<file path="src/rtl/tcam_pkg.sv">
package tcam_pkg;

    // Scan controller states
    typedef enum logic [1:0] {
        ST_IDLE = 2'd0,
        ST_SCAN = 2'd1,
        ST_DONE = 2'd2
    } tcam_state_e;

endpackage

</file>
<file path="src/rtl/tcam_store.sv">
// Entry table: value, don't-care mask and valid bit per entry, in flip-flops.
module tcam_store #(
    parameter int DEPTH = 8,
    parameter int WIDTH = 8,
    localparam int AW = (DEPTH > 1) ? $clog2(DEPTH) : 1
) (
    input  logic                         clk,
    input  logic                         rst_n,
    input  logic                         wr_en,
    input  logic [AW-1:0]                wr_addr,
    input  logic [WIDTH-1:0]             wr_value,
    input  logic [WIDTH-1:0]             wr_mask,
    output logic [DEPTH-1:0][WIDTH-1:0]  ent_val,
    output logic [DEPTH-1:0][WIDTH-1:0]  ent_msk,
    output logic [DEPTH-1:0]             ent_vld
);

    for (genvar g = 0; g < DEPTH; g++) begin : g_entry
        logic sel;
        assign sel = wr_en && (wr_addr == AW'(g));

        always_ff @(posedge clk or negedge rst_n) begin
            if (!rst_n) begin
                ent_val[g] <= '0;
                ent_msk[g] <= '0;
                ent_vld[g] <= 1'b0;
            end else if (sel) begin
                ent_val[g] <= wr_value;
                ent_msk[g] <= wr_mask;
                ent_vld[g] <= 1'b1;
            end
        end
    end

endmodule

</file>
<file path="src/rtl/tcam_match.sv">
// Parallel ternary comparison of one key against every entry.
module tcam_match #(
    parameter int DEPTH = 8,
    parameter int WIDTH = 8
) (
    input  logic [WIDTH-1:0]             key,
    input  logic [DEPTH-1:0][WIDTH-1:0]  ent_val,
    input  logic [DEPTH-1:0][WIDTH-1:0]  ent_msk,
    input  logic [DEPTH-1:0]             ent_vld,
    output logic [DEPTH-1:0]             hit_vec
);

    for (genvar g = 0; g < DEPTH; g++) begin : g_cmp
        logic [WIDTH-1:0] diff;
        assign diff       = (key ^ ent_val[g]) & ~ent_msk[g];
        assign hit_vec[g] = ent_vld[g] && (diff == '0);
    end

endmodule

</file>
<file path="src/rtl/tcam_scan.sv">
// Snapshots the match vector and reports the set bits lowest first.
module tcam_scan
    import tcam_pkg::*;
#(
    parameter int DEPTH = 8,
    localparam int AW = (DEPTH > 1) ? $clog2(DEPTH) : 1
) (
    input  logic              clk,
    input  logic              rst_n,
    input  logic              start,
    input  logic [DEPTH-1:0]  hit_vec,
    output logic              rdy,
    output logic              hit_vld,
    output logic [AW-1:0]     hit_addr,
    output logic              found,
    output logic              done
);

    tcam_state_e      state, state_nx;
    logic [DEPTH-1:0] pend;
    logic [DEPTH-1:0] pend_clr;
    logic [AW-1:0]    low_idx;
    logic             any;

    // Lowest pending match and the vector without it
    always_comb begin
        low_idx = '0;
        for (int i = DEPTH - 1; i >= 0; i--) begin
            if (pend[i]) low_idx = AW'(i);
        end
        pend_clr = pend & ~(DEPTH'(1) << low_idx);
        any      = |pend;
    end

    always_comb begin
        state_nx = state;
        unique case (state)
            ST_IDLE: if (start) state_nx = ST_SCAN;
            ST_SCAN: begin
                if (!any)                 state_nx = ST_IDLE;
                else if (pend_clr == '0)  state_nx = ST_DONE;
                else                      state_nx = ST_SCAN;
            end
            ST_DONE: state_nx = ST_IDLE;
            default: state_nx = ST_IDLE;
        endcase
    end

    // State register
    always_ff @(posedge clk or negedge rst_n) begin
        if (!rst_n) state <= ST_IDLE;
        else        state <= state_nx;
    end

    // Outputs and pending vector
    always_ff @(posedge clk or negedge rst_n) begin
        if (!rst_n) begin
            pend     <= '0;
            hit_vld  <= 1'b0;
            hit_addr <= '0;
            found    <= 1'b0;
            done     <= 1'b0;
        end else begin
            hit_vld <= 1'b0;
            done    <= 1'b0;
            unique case (state)
                ST_IDLE: begin
                    if (start) begin
                        pend  <= hit_vec;
                        found <= 1'b0;
                    end
                end
                ST_SCAN: begin
                    if (any) begin
                        hit_vld  <= 1'b1;
                        hit_addr <= low_idx;
                        pend     <= pend_clr;
                        found    <= 1'b1;
                    end else begin
                        done <= 1'b1;
                    end
                end
                ST_DONE: done <= 1'b1;
                default: ;
            endcase
        end
    end

    assign rdy = (state == ST_IDLE);

endmodule

</file>
<file path="src/rtl/tcam_top.sv">
// Ternary match table with run-time writes and sequential encoded report.
module tcam_top #(
    parameter int DEPTH = 8,
    parameter int WIDTH = 8,
    localparam int AW = (DEPTH > 1) ? $clog2(DEPTH) : 1
) (
    input  logic              clk,
    input  logic              rst_n,
    input  logic              wr_en,
    input  logic [AW-1:0]     wr_addr,
    input  logic [WIDTH-1:0]  wr_value,
    input  logic [WIDTH-1:0]  wr_mask,
    input  logic              srch_req,
    input  logic [WIDTH-1:0]  srch_key,
    output logic              srch_rdy,
    output logic              hit_vld,
    output logic [AW-1:0]     hit_addr,
    output logic              found,
    output logic              done
);

    logic [DEPTH-1:0][WIDTH-1:0] ent_val;
    logic [DEPTH-1:0][WIDTH-1:0] ent_msk;
    logic [DEPTH-1:0]            ent_vld;
    logic [DEPTH-1:0]            hit_vec;

    tcam_store #(.DEPTH(DEPTH), .WIDTH(WIDTH)) u_store (
        .clk      (clk),
        .rst_n    (rst_n),
        .wr_en    (wr_en),
        .wr_addr  (wr_addr),
        .wr_value (wr_value),
        .wr_mask  (wr_mask),
        .ent_val  (ent_val),
        .ent_msk  (ent_msk),
        .ent_vld  (ent_vld)
    );

    tcam_match #(.DEPTH(DEPTH), .WIDTH(WIDTH)) u_match (
        .key      (srch_key),
        .ent_val  (ent_val),
        .ent_msk  (ent_msk),
        .ent_vld  (ent_vld),
        .hit_vec  (hit_vec)
    );

    tcam_scan #(.DEPTH(DEPTH)) u_scan (
        .clk      (clk),
        .rst_n    (rst_n),
        .start    (srch_req),
        .hit_vec  (hit_vec),
        .rdy      (srch_rdy),
        .hit_vld  (hit_vld),
        .hit_addr (hit_addr),
        .found    (found),
        .done     (done)
    );

endmodule

</file>
<file path="config.mk">
export PLATFORM = sky130hd
export DESIGN_NAME = tcam_top
export DESIGN_NICKNAME = d
export VERILOG_FILES = /design/src/rtl/tcam_pkg.sv /design/src/rtl/tcam_store.sv /design/src/rtl/tcam_match.sv /design/src/rtl/tcam_scan.sv /design/src/rtl/tcam_top.sv
export SDC_FILE = /design/constraint.sdc
export NUM_CORES = 1
export LEC_CHECK = 0
export BUFFER_PORTS_ARGS = -buffer_cell sky130_fd_sc_hd__buf_2
export CAP_MARGIN = 20
export CORE_MARGIN = 2
export CORE_UTILIZATION = 60
export DETAILED_ROUTE_END_ITERATION = 10
export GPL_TIMING_DRIVEN = 0
export PLACE_DENSITY = 0.75
export SYNTH_ARGS = -nofsm -noshare
export SYNTH_HDL_FRONTEND = slang
export SYNTH_SLANG_ARGS = --single-unit
</file>
<file path="constraint.sdc">
create_clock -name clk -period 4.65 [get_ports clk]
set_clock_uncertainty 0.05 [all_clocks]
set_input_delay 0.2325 -clock clk [delete_from_list [all_inputs] [get_ports clk]]
set_output_delay 0.2325 -clock clk [all_outputs]
set_load 0.01 [all_outputs]
</file>
==> summary.md, run 1 <==
| Metric | Value |
|---|---|
| WP data required | `roughly 5000 ps` |
| Critical path depth in cells | `7` |
| TritonCTS buffer count | `17` |
| Syn Area/Cell | `between 10 and 15 um^2` |
| Crit path launch | `u_scan.state[1]` |
| Buf+Inv Stages, Crit Path | `2` |
| DP Wirelength | `10100 um` |
| Setup crit end kind | `flip-flop` |
| Slew Limit Headroom | `between 40% and 50%` |
| Sequential cell area | `between 0.003 and 0.004 mm^2` |
| Final non-filler cell total | `717` |
| Post-Synth XOR/XNOR Area | `8.24%` |
| RSZ-0062 raised after global routing | `false` |
| CP delay by family, top | `compound AO/OA/AOI/OAI gates` |
| Unique masters post-synth | `39` |
| Cell leakage power | `approximately 3.3 nW` |
| Clock root buffer | `clkbuf_16` |
| First-pass GRT wire length | `23500 um` |
| Reg2reg path depth | `7` |
| CP cell instances | `inv_1, ha_1, clkbuf_1, o21bai_1, a31oi_1, o21ai_1, a32o_1` |
| Top Ports | `38` |
| Final instance area | `just under 0.008 mm^2` |
| Slowest cell on crit path | `a31oi_1` |
| Count of final setup violators | `0` |
| Power density over cell area | `~540 mW/mm^2` |
| DRT Pass-1 Iters | `5` |
| Detail-routed net length per standard cell | `19.9 um` |
| CTS H-Tree Depth | `4` |
| DR vias | `between 4000 and 5000` |
| WS Path Type | `flip-flop to flip-flop` |
| Syn Inst Count | `518` |
| Die area | `roughly 0.012 mm^2` |
| Synthesis Warnings | `0` |
| Synth Register Bits | `between 150 and 200` |
| Placed insts | `684` |
| Largest net degree at the start of global routing | `just under 80` |
| Multiplexer share of the synthesized area | `around a fifth` |
| Worst setup SP type | `flip-flop` |
| IO Port Bufs | `25` |
| Final Critical Period | `2230 ps` |
| Fillers | `770` |
| Inserted Diodes | `0` |
| Initial DRC Count | `around 260` |
| Max Cap Viol | `0` |
| Core Rows | `38` |
| Initial Utilization | `62.2%` |
| Multi-input logic area | `0.00285 mm^2` |
| Commonest non-fill, non-tap cells in the layout | `dfrtp_1, mux2_2, xnor2_1, buf_2, nor2_1` |
| Place WS | `2430 ps` |
| Vias/cell | `5.82` |
| Worst skew pair latency | `about 420 ps` |
| Vias in the first global route | `between 4000 and 5000` |
| DRC | `0` |
| Critical R2R Launch | `u_scan.state[1]` |
| Die width | `between 100 and 150 um` |
| Post-Synth Adder-Cell Area | `0.551%` |
| Final hold violation count | `0` |
| Compound-Gate Fraction of Synth Area | `5.86%` |
| Setup TNS | `0 ps` |
| Worst reg-to-reg setup slack | `2420 ps` |
| Number of nets in the layout | `~600` |
| Worst-path clk slew | `approximately 60 ps` |
| Max Freq | `~450 MHz` |
| Clock buffer depth | `2` |
| Final worst-path cycle share | `between 40% and 50%` |
| Routability cong. | `between 0.8 and 0.9` |
| Most common cell after layout, fill and taps aside | `dfrtp_1` |
| Core Region | `around 0.011 mm^2` |
| Mapped Nets | `552` |
| Final Util | `between 70 and 80%` |
| Fraction of layout cells with a size suffix above 1 | `between 30% and 40%` |
| Post-Synth Simple-Gate Area | `between 6 and 7%` |
| Critical path fanouts, max | `9` |
| Chip height | `approximately 110 um` |
| Crit Reg-Reg Endpoint | `u_scan.pend[3]` |
| Initial antenna violation count | `0` |
| Slew Limit Fails | `0` |
| Final wirelength | `14300 um` |
| Outcome | `finished clean` |
| Hold Path Class | `input pin to flip-flop` |
| Clock sink count | `between 150 and 200` |
| Max VDD drop | `about 0.00032 V` |
| Synthesized area | `between 0.006 and 0.007 mm^2` |
| CP peak stage delay | `a little under 500 ps` |
| Worst Setup EP | `u_scan.pend[3]` |
| Post-layout worst setup margin | `between 2000 and 2500 ps` |
| Total grt overflow | `0` |
| Area Overhead vs Synth | `14.0%` |
| Placed inst area | `~0.007 mm^2` |
| GRT Resource Usage Total | `between 20% and 30%` |
| Main combinational cell family by area after synthesis | `multiplexers` |
| Crit path DAT | `around 2500 ps` |
| Sequential-to-total area share from yosys stat | `55.9%` |
| Measured slew at the worst slew-check pin | `~850 ps` |
| CTS tree | `done` |
| Post-DRT Antenna Nets | `0` |
-- routing by layer --
metal  GRT usage, %  routed length (um)
met1           32.0                6270
met2           41.7                7220
met3           5.71                 558
met4           8.83                 240
met5              0                   0
-- worst min-delay path, stage by stage --
cell and delay, ps:
buf_2 100, o21ai_0 70, o31ai_1 60
-- kinds of logic (layout without fill, tap and decap cells) --
family | Yosys count | count (layout)
AND/OR/NAND/NOR | 76 | 76
AO/OA/AOI/OAI | 60 | 60
XOR/XNOR | 64 | 64
multiplexers | 128 | 128
flip-flops | 152 | 152
adder cells (fa/ha/maj) | 3 | 3
buffers and inverters | 35 | 94
-- repair_timing --
item,CTS,global route
endpoints found under the setup margin,0,0
gates resized for setup,0,0
endpoints found under the hold margin,74,0
buffers inserted,0,0
hold buffers,1,0
-- report_power, final --
part,internal (mW),switching (mW)
Clock,0.895,0.505
Sequential,1.61,0.173
Combinational,0.489,0.484
-- state kept, by name (all words and copies together) (netlist names) --
signal,flops
u_store.ent_vld,8
u_store.ent_msk,64
u_scan.done,1
u_scan.state,2
u_store.ent_val,64
u_scan.hit_addr,3
u_scan.pend,8
u_scan.found,1
u_scan.hit_vld,1
-- synth_stat cells --
library cell | count | area (um^2)
a2111oi_0 | 2 | 17.5
a211oi_1 | 2 | 15.0
a21bo_2 | 1 | 10.0
a21oi_1 | 5 | 25.0
a22o_1 | 1 | 8.76
a31oi_1 | 2 | 12.5
a32o_1 | 5 | 50.1
buf_2 | 7 | 35.0
buf_6 | 2 | 22.5
clkbuf_1 | 18 | 67.6
dfrtp_1 | 152 | 3800
ha_1 | 3 | 37.5
inv_1 | 8 | 30.0
mux2_1 | 4 | 45.0
mux2_2 | 124 | 1400
nand2_1 | 8 | 30.0
nand2b_1 | 5 | 31.3
nand3_1 | 3 | 15.0
nand3b_1 | 1 | 7.51
nand4_1 | 1 | 6.26
nand4b_1 | 3 | 26.3
nor2_1 | 30 | 113
nor2b_1 | 2 | 12.5
nor3_1 | 1 | 5.00
nor3_2 | 2 | 20.0
nor3b_2 | 2 | 25.0
nor4_1 | 11 | 68.8
o21ai_0 | 5 | 25.0
o21ai_1 | 6 | 30.0
o21ai_2 | 1 | 8.76
o21bai_1 | 2 | 15.0
o22ai_1 | 24 | 150
o31a_1 | 1 | 8.76
o31ai_1 | 3 | 22.5
or2_1 | 1 | 6.26
or2_2 | 4 | 25.0
or3_1 | 1 | 6.26
or4_4 | 1 | 11.3
xnor2_1 | 64 | 561
-- worst min path at each step --
stage,start,end,slack [ps],cells after the start
3_5_place_dp,rst_n,u_scan.hit_vld,250,1
5_1_grt,srch_req,u_scan.state[0],50,3
2_1_floorplan,rst_n,u_scan.done,-110,0
6_report,srch_req,u_scan.state[0],20,3
4_1_cts,srch_req,u_scan.state[0],10,3
3_3_place_gp,u_store.ent_vld[3],u_store.ent_vld[3],400,1
-- final cells by class --
cell class / count / share of cell area [%]
clock inverter: 9 / 1.55
sequential: 152 / 49.0
tap: 140 / 2.26
clock buffer: 23 / 6.29
buffer: 27 / 1.61
multi-input combinational: 331 / 36.7
timing repair buffer: 27 / 2.18
inverter: 8 / 0.387
-- through the flow --
| step | total power, mW | hold slack (ps) |
|---|---|---|
| after floorplan | 2.48 | -113 |
| after global placement | 2.69 | 401 |
| after detailed placement | 2.77 | 250 |
| after CTS | 4.18 | 14.9 |
| after global routing | 4.37 | 49.4 |
| final | 4.16 | 24.5 |
Note: power is estimated with default switching activity, not from simulation.
==> run 2, diff against run 1 <==
--- a/config.mk
+++ b/config.mk
@@ -5,6 +5,7 @@
 export SDC_FILE = /design/constraint.sdc
 export NUM_CORES = 1
 export LEC_CHECK = 0
+export ABC_AREA = 1
 export BUFFER_PORTS_ARGS = -buffer_cell sky130_fd_sc_hd__buf_2
 export CAP_MARGIN = 20
 export CORE_MARGIN = 2
==> constraint.sdc (replaced) <==
create_clock -name clk -period 2.3 [get_ports clk]
set_clock_uncertainty 0.05 [all_clocks]
set_input_delay 0.115 -clock clk [delete_from_list [all_inputs] [get_ports clk]]
set_output_delay 0.115 -clock clk [all_outputs]
set_load 0.01 [all_outputs]
==> run 2 against run 1 <==
Combinational power grew 83%. Register-to-register slack lost 2100 ps. Total power grew 93%. Synthesized area shrank 1.2%. Critical path depth grew 1. Sequential power grew 96%. Worst hold slack is essentially flat. Fmax grew 13%. Non-clock buffer count grew 27. Final area grew 0.87%. Core utilization grew 0.93 points. Sequential share of layout area shrank 0.42 points.
==> summary.md, run 2 <==
| Metric | Value |
|---|---|
| Final Critical Period | `1970 ps (-258 ps)` |
| Fillers | `837 (+8.7%)` |
| Cell leakage power | `3.79 nW (+16%)` |
| WS Path Type | `flip-flop to flip-flop` |
| Slew Limit Headroom | `63.5% (+21 points)` |
| Worst Setup EP | `u_scan.pend[5]` |
| Vias in the first global route | `5615 (+26%)` |
| Number of synthesized flops with an enable pin | `0 (unchanged)` |
| Unique masters post-synth | `32 (-18%)` |
| Initial Utilization | `61.7% (-0.50 points)` |
| IO Port Bufs | `34 (+36%)` |
| Measured slew at the worst slew-check pin | `547 ps (-306 ps)` |
| Commonest cells post-synth | `nand2_1, o21ai_0, dfrtp_1` |
| Largest net degree at the start of global routing | `104 (+32%)` |
| Top-area cell type share of the netlist area | `56.6% (+0.70 points)` |
| Total power | `8.01 mW (+93%)` |
| Critical path fanouts, max | `10 (+1)` |
| Final wirelength | `18400 um (+29%)` |
| Core Region | `0.0109 mm^2 (-0.44%)` |
| Reg2reg path depth | `8 (+1)` |
| Clock root buffer | `clkbuf_8` |
| TritonCTS buffer count | `17 (unchanged)` |
| Number of nets in the layout | `880 (+47%)` |
| DR vias | `5768 (+38%)` |
| Clock sink count | `152 (unchanged)` |
| Fraction of layout cells with a size suffix above 1 | `10.0% (-25 points)` |
| Commonest non-fill, non-tap cells in the layout | `nand2_1, o21ai_0, dfrtp_1, nor2_1, inv_1` |
| Synthesis Warnings | `0 (unchanged)` |
| Critical R2R Launch | `u_scan.state[1]` |
| Area Overhead vs Synth | `16.4%` |
| Sequential-to-total area share from yosys stat | `56.6% (+0.70 points)` |
| Die area | `0.0121 mm^2 (-1.2%)` |
| GRT Resource Usage Total | `33.6% (+8.7 points)` |
| Max Cap Viol | `0 (unchanged)` |
| Synthesized area | `0.00672 mm^2 (-1.2%)` |
| Place WS | `341 ps (-2090 ps)` |
| Critical path depth in cells | `8 (+1)` |
| Synth area leaders | `dfrtp_1, o21ai_0, nand2_1, nor2_1, inv_1` |
| Placed inst area | `0.00710 mm^2 (-0.54%)` |
| Slew Limit Fails | `0 (unchanged)` |
| WP data required | `2690 ps (-2220 ps)` |
| Crit Reg-Reg Endpoint | `u_scan.pend[5]` |
| Final Util | `71.9% (+0.93 points)` |
| Most frequent CP cell | `inv_1` |
| Max Freq | `507 MHz (+13%)` |
| Synth Register Bits | `152 (unchanged)` |
| Routability cong. | `0.880 (+9.0%)` |
| DRT Pass-1 Iters | `5 (unchanged)` |
| RSZ-0062 raised after global routing | `false` |
| Final worst-path cycle share | `85.8% (+38 points)` |
| Max VDD drop | `0.000971 V (+210%)` |
| Die width | `110 um (-0.60%)` |
| Final hold violation count | `0 (unchanged)` |
| Post-layout worst setup margin | `326 ps (-2090 ps)` |
| Syn Area/Cell | `8.64 um^2 (-34%)` |
| CTS tree | `done` |
| Power density over cell area | `1020 mW/mm^2 (+91%)` |
| Top Ports | `38 (unchanged)` |
| # resized after CTS | `0 (unchanged)` |
| Count of final setup violators | `0 (unchanged)` |
| Count leader, synth | `nand2_1` |
| Chip height | `110 um (-0.60%)` |
| CP cell instances | `inv_1, ha_1, inv_2, a21oi_1, nand2_2, inv_1, nand3_1, o221ai_1` |
| CP delay by family, top | `buffers and inverters` |
| Worst setup SP type | `flip-flop` |
| Hold Path Class | `input pin to flip-flop` |
| Crit path launch | `u_scan.state[1]` |
| Crit path DAT | `2370 ps (-120 ps)` |
| Core Rows | `38 (unchanged)` |
| Detail-routed net length per standard cell | `18.4 um (-7.6%)` |
| First-pass GRT wire length | `29100 um (+24%)` |
| CP peak stage delay | `380 ps (-110 ps)` |
| Setup crit end kind | `flip-flop` |
| Vias/cell | `5.78 (-0.65%)` |
| Final instance area | `0.00783 mm^2 (+0.87%)` |
| Largest regs | `u_store.ent_msk x64, u_store.ent_val x64` |
| Slowest cell on crit path | `dfrtp_1` |
| Worst-path clk slew | `60 ps (about the same)` |
| Clock buffer depth | `2 (unchanged)` |
| Total grt overflow | `0 (unchanged)` |
| Post-DRT Antenna Nets | `0 (unchanged)` |
| Initial DRC Count | `526 (+110%)` |
| Most common cell after layout, fill and taps aside | `nand2_1` |
| Largest area contributor in the netlist | `dfrtp_1` |
| Inserted Diodes | `0 (unchanged)` |
| Worst skew pair latency | `530 ps (+110 ps)` |
| Worst reg-to-reg setup slack | `330 ps (-2090 ps)` |
| Syn Inst Count | `778 (+50%)` |
| Post-synth top flop | `dfrtp_1` |
| Mapped Nets | `812 (+47%)` |
| Asr flop ratio synth | `100% (unchanged)` |
| Outcome | `finished clean` |
| Buf+Inv Stages, Crit Path | `3 (+1)` |
| Initial antenna violation count | `0 (unchanged)` |
| DP Wirelength | `11800 um (+17%)` |
| CTS H-Tree Depth | `4 (unchanged)` |
| DRC | `0 (unchanged)` |
[run 2: metrics by stage]
stage | hold WS [ps] | cells | setup TNS [ps]
finish | 24.2 | 998 | 0
global route | 40.2 | 998 | 0
CTS | 1.57 | 998 | 0
detailed placement | 34.6 | 953 | 0
global placement | 289 | 952 | -153400
floorplan | -231 | 778 | 0
[run 2: final cells by class]
cell class / instances / area, um^2 / area share (%)
Multi-Input combinational cell: 538 / 2570 / 32.9
Sequential cell: 152 / 3800 / 48.6
Inverter: 56 / 210 / 2.69
Tap cell: 140 / 175 / 2.24
Clock inverter: 10 / 125 / 1.60
Clock buffer: 21 / 459 / 5.87
Buffer: 32 / 138 / 1.76
Timing Repair Buffer: 49 / 344 / 4.40
[run 2: how the worst min path moves through the flow]
stage	start	to	slack, ps	cells past startpoint
after floorplan	rst_n	u_scan.done	-230	0
after global placement	wr_mask[2]	u_store.ent_msk[58]	290	3
after detailed placement	rst_n	u_scan.hit_addr[0]	30	1
after CTS	wr_addr[0]	u_store.ent_val[24]	2	4
after global routing	wr_mask[1]	u_store.ent_msk[1]	40	3
final	wr_value[0]	u_store.ent_val[48]	20	3
[run 2: timing repair]
| item | CTS | global route |
|---|---|---|
| hold endpoints to repair | 176 | 0 |
| hold buffers | 14 | 0 |
| buffers inserted | 0 | 0 |
[run 2: logic make-up (layout without fill, tap and decap cells)]
| family | Yosys count | count (layout) | synth area share, % |
|---|---|---|---|
| adder cells (fa/ha/maj) | 3 | 3 | 0.558 |
| buffers and inverters | 88 | 168 | 5.17 |
| XOR/XNOR | 23 | 23 | 3.00 |
| AND/OR/NAND/NOR | 301 | 301 | 18.4 |
| AO/OA/AOI/OAI | 211 | 211 | 16.2 |
| flip-flops | 152 | 152 | 56.6 |
[run 2: power by group]
| group | switching, mW | internal (mW) | total, mW |
|---|---|---|---|
| sequential | 0.313 | 3.16 | 3.48 |
| combinational | 1.11 | 0.668 | 1.78 |
| clock | 1.03 | 1.72 | 2.75 |
[run 2: routing by layer]
metal	track usage, %	vias up	part of all wire (%)	routed length (um)
li1	-	2676	-	-
met4	19.8	0	5.0	919
met2	53.4	240	48	8770
met5	0	-	0	0
met3	8.71	59	7.4	1360
met1	41.5	2793	40	7350
[run 2: worst reg2reg max path, stage by stage, from the launching register on]
cell	delay, ps
dfrtp_1	380
inv_1	110
ha_1	280
inv_2	190
a21oi_1	200
nand2_2	90
inv_1	270
nand3_1	210
o221ai_1	110
==> run 3, diff against run 2 <==
--- a/config.mk
+++ b/config.mk
@@ -13,6 +13,7 @@
 export DETAILED_ROUTE_END_ITERATION = 10
 export GPL_TIMING_DRIVEN = 0
 export PLACE_DENSITY = 0.75
+export RECOVER_POWER = 25
 export SYNTH_ARGS = -nofsm -noshare
 export SYNTH_HDL_FRONTEND = slang
 export SYNTH_SLANG_ARGS = --single-unit
==> constraint.sdc (replaced) <==
create_clock -name clk -period 2.3 [get_ports clk]
set_clock_uncertainty 0.05 [all_clocks]
set_input_delay 0.69 -clock clk [delete_from_list [all_inputs] [get_ports clk]]
set_output_delay 0.69 -clock clk [all_outputs]
set_load 0.01 [all_outputs]
==> run 3 against run 2 <==
Fmax is 4.5% lower. Non-clock buffer count fell by 14. First-iteration DRC count is 0.57% higher. Flip-flop and latch count is the same. Count of clock-buffer cells in the layout stayed put. Via count fell by 0.94%. Total power fell by 0.23%. Core utilization down 1.4 points. Clock power barely moved. Final area down 1.9%. Global-route usage down 0.42 points. Critical path depth down 5. Largest power group unchanged.
==> summary.md, run 3 (same netlist as run 2, synthesis figures left out) <==
| Metric | Value |
|---|---|
| RSZ-0062 raised after global routing | `false` |
| Fillers | `855 (+2.2%)` |
| Top Ports | `38 (unchanged)` |
| Sequential cell area | `0.00380 mm^2 (unchanged)` |
| Initial antenna violation count | `0 (unchanged)` |
| Post-DRT Antenna Nets | `0 (unchanged)` |
| Critical R2R Launch | `u_scan.state[1]` |
| Commonest non-fill, non-tap cells in the layout | `nand2_1, o21ai_0, dfrtp_1, nor2_1, inv_1` |
| Crit path launch | `u_scan.state[1]` |
| Fraction of layout cells with a size suffix above 1 | `9.95% (-0.071 points)` |
| Switching part of the total | `30.8% (+0.15 points)` |
| Die area | `0.0121 mm^2 (unchanged)` |
| Core Rows | `38 (unchanged)` |
| Max Cap Viol | `0 (unchanged)` |
| Place WS | `178 ps (-163 ps)` |
| Initial Utilization | `61.7% (unchanged)` |
| Part of the power in registers | `43.5% (about the same)` |
| Final worst-path cycle share | `89.9% (+4.1 points)` |
| Final wirelength | `18300 um (-0.71%)` |
| Area Overhead vs Synth | `14.2%` |
| Outcome | `finished clean` |
| DP Wirelength | `11800 um (unchanged)` |
| Chip height | `110 um (unchanged)` |
| Hold Path Class | `input pin to flip-flop` |
| Slew Limit Headroom | `13.8% (-50 points)` |
| Count of final setup violators | `0 (unchanged)` |
| Detail-routed net length per standard cell | `18.6 um (+0.71%)` |
| Crit path DAT | `1330 ps (-1040 ps)` |
| Core Region | `0.0109 mm^2 (unchanged)` |
| DRT Pass-1 Iters | `5 (unchanged)` |
| Initial DRC Count | `529 (+0.57%)` |
| Total net switching power | `2.46 mW (+0.24%)` |
| Hold-fix buffers, CTS | `0 (-14)` |
| Cell leakage power | `3.73 nW (-1.5%)` |
| Crit Reg-Reg Endpoint | `u_scan.pend[5]` |
| WS Path Type | `flip-flop to primary output` |
| Inserted Diodes | `0 (unchanged)` |
| Largest regs | `u_store.ent_msk x64, u_store.ent_val x64` |
| IO Port Bufs | `34 (unchanged)` |
| Multi-input logic area | `0.00257 mm^2 (about the same)` |
| # Post-CTS Setup Buffers | `0 (unchanged)` |
| Worst-path clk slew | `60 ps (about the same)` |
| Vias in the first global route | `5525 (-1.6%)` |
| CTS H-Tree Depth | `4 (unchanged)` |
| Final hold violation count | `0 (unchanged)` |
| CTS tree | `done` |
| Final Critical Period | `2070 ps (+93.5 ps)` |
| Setup crit end kind | `primary output` |
| Total grt overflow | `0 (unchanged)` |
| Worst skew pair latency | `540 ps (about the same)` |
| Int Pwr | `5.53 mW (-0.44%)` |
| Number of cells on the worst hold path | `3 (unchanged)` |
| WP data required | `1560 ps (-1130 ps)` |
| Clock buffer depth | `2 (unchanged)` |
| Worst setup SP type | `flip-flop` |
| DRC | `0 (unchanged)` |
| Vias/cell | `5.81 (+0.47%)` |
| Worst reg-to-reg setup slack | `340 ps (about the same)` |
| Largest net degree at the start of global routing | `104 (unchanged)` |
| Die width | `110 um (unchanged)` |
| Clock root buffer | `clkbuf_8` |
| Post-layout worst setup margin | `232 ps (-93.5 ps)` |
| # resized after CTS | `0 (unchanged)` |
| Power share of the combinational group | `21.9% (-0.4 points)` |
| Clock power frac | `34.6% (+0.3 points)` |
| Reg2reg path depth | `8 (unchanged)` |
| Hold Path End | `u_store.ent_msk[58]` |
| DR vias | `5714 (-0.94%)` |
| Clock sink count | `152 (unchanged)` |
| First-pass GRT wire length | `28800 um (-1.2%)` |
| Number of nets in the layout | `866 (-1.6%)` |
| TritonCTS buffer count | `17 (unchanged)` |
| Max VDD drop | `0.000970 V (-0.10%)` |
| Min-Delay Startpoint | `wr_mask[2]` |
| Most common cell after layout, fill and taps aside | `nand2_1` |
| GRT Resource Usage Total | `33.2% (-0.42 points)` |
| Final Util | `70.5% (-1.4 points)` |
| Critical path fanouts, max | `3 (-7)` |
| Slew Limit Fails | `0 (unchanged)` |
| Routability cong. | `0.880 (unchanged)` |
| Measured slew at the worst slew-check pin | `1290 ps (+746 ps)` |
| Power density over cell area | `1040 mW/mm^2 (+1.7%)` |
| Max Freq | `484 MHz (-4.5%)` |
run 3: area by class of cell:
cell class                 instances  share of cell area, %
buffer                            32                   1.79
sequential                       152                   49.6
multi-input combinational        538                   33.5
tap                              140                   2.28
clock buffer                      21                   5.98
inverter                          56                   2.74
timing repair buffer              35                   2.56
clock inverter                    10                   1.63
run 3: worst max-delay path: stages (launching register included):
cell and delay, ps:
dfrtp_1 380, inv_1 110, ha_1 170, buf_2 130
run 3: per-layer routing:
| metal | up-vias | wire [um] | global-route usage [%] |
|---|---|---|---|
| met2 | 240 | 8660 | 52.6 |
| li1 | 2645 | - | - |
| met1 | 2769 | 7350 | 41.5 |
| met5 | - | 0 | 0 |
| met3 | 60 | 1320 | 8.24 |
| met4 | 0 | 933 | 19.3 |
run 3: metrics by stage:
| stage | setup TNS (ps) | instances | power, mW | instance area, um^2 | hold slack, ps |
|---|---|---|---|---|---|
| global route | 0 | 984 | 8.40 | 7680 | 330 |
| global placement | -240800 | 952 | 5.13 | 7070 | 384 |
| detailed placement | 0 | 953 | 5.24 | 7100 | 396 |
| CTS | 0 | 984 | 8.00 | 7690 | 42.1 |
| finish | 0 | 984 | 7.99 | 7680 | 322 |
| floorplan | 0 | 778 | 4.68 | 6720 | 344 |
run 3: power by group through the flow:
stage               Clock (mW)  Sequential [mW]  Combinational (mW)
floorplan                    0             3.45                1.23
global placement             0             3.48                1.65
detailed placement           0             3.51                1.73
CTS                       2.78             3.47                1.75
global route              2.89             3.53                1.97
finish                    2.76             3.48                1.75
run 3: worst max path at each step:
| stage | endpoint | slack [ps] | cells past startpoint |
|---|---|---|---|
| 6_report | srch_rdy | 230 | 3 |
| 5_1_grt | srch_rdy | 150 | 3 |
| 4_1_cts | srch_rdy | 200 | 3 |
| 3_5_place_dp | u_scan.pend[4] | 180 | 8 |
| 3_3_place_gp | u_store.ent_msk[45] | -1600 | 1 |
| 2_1_floorplan | u_scan.pend[7] | 710 | 9 |
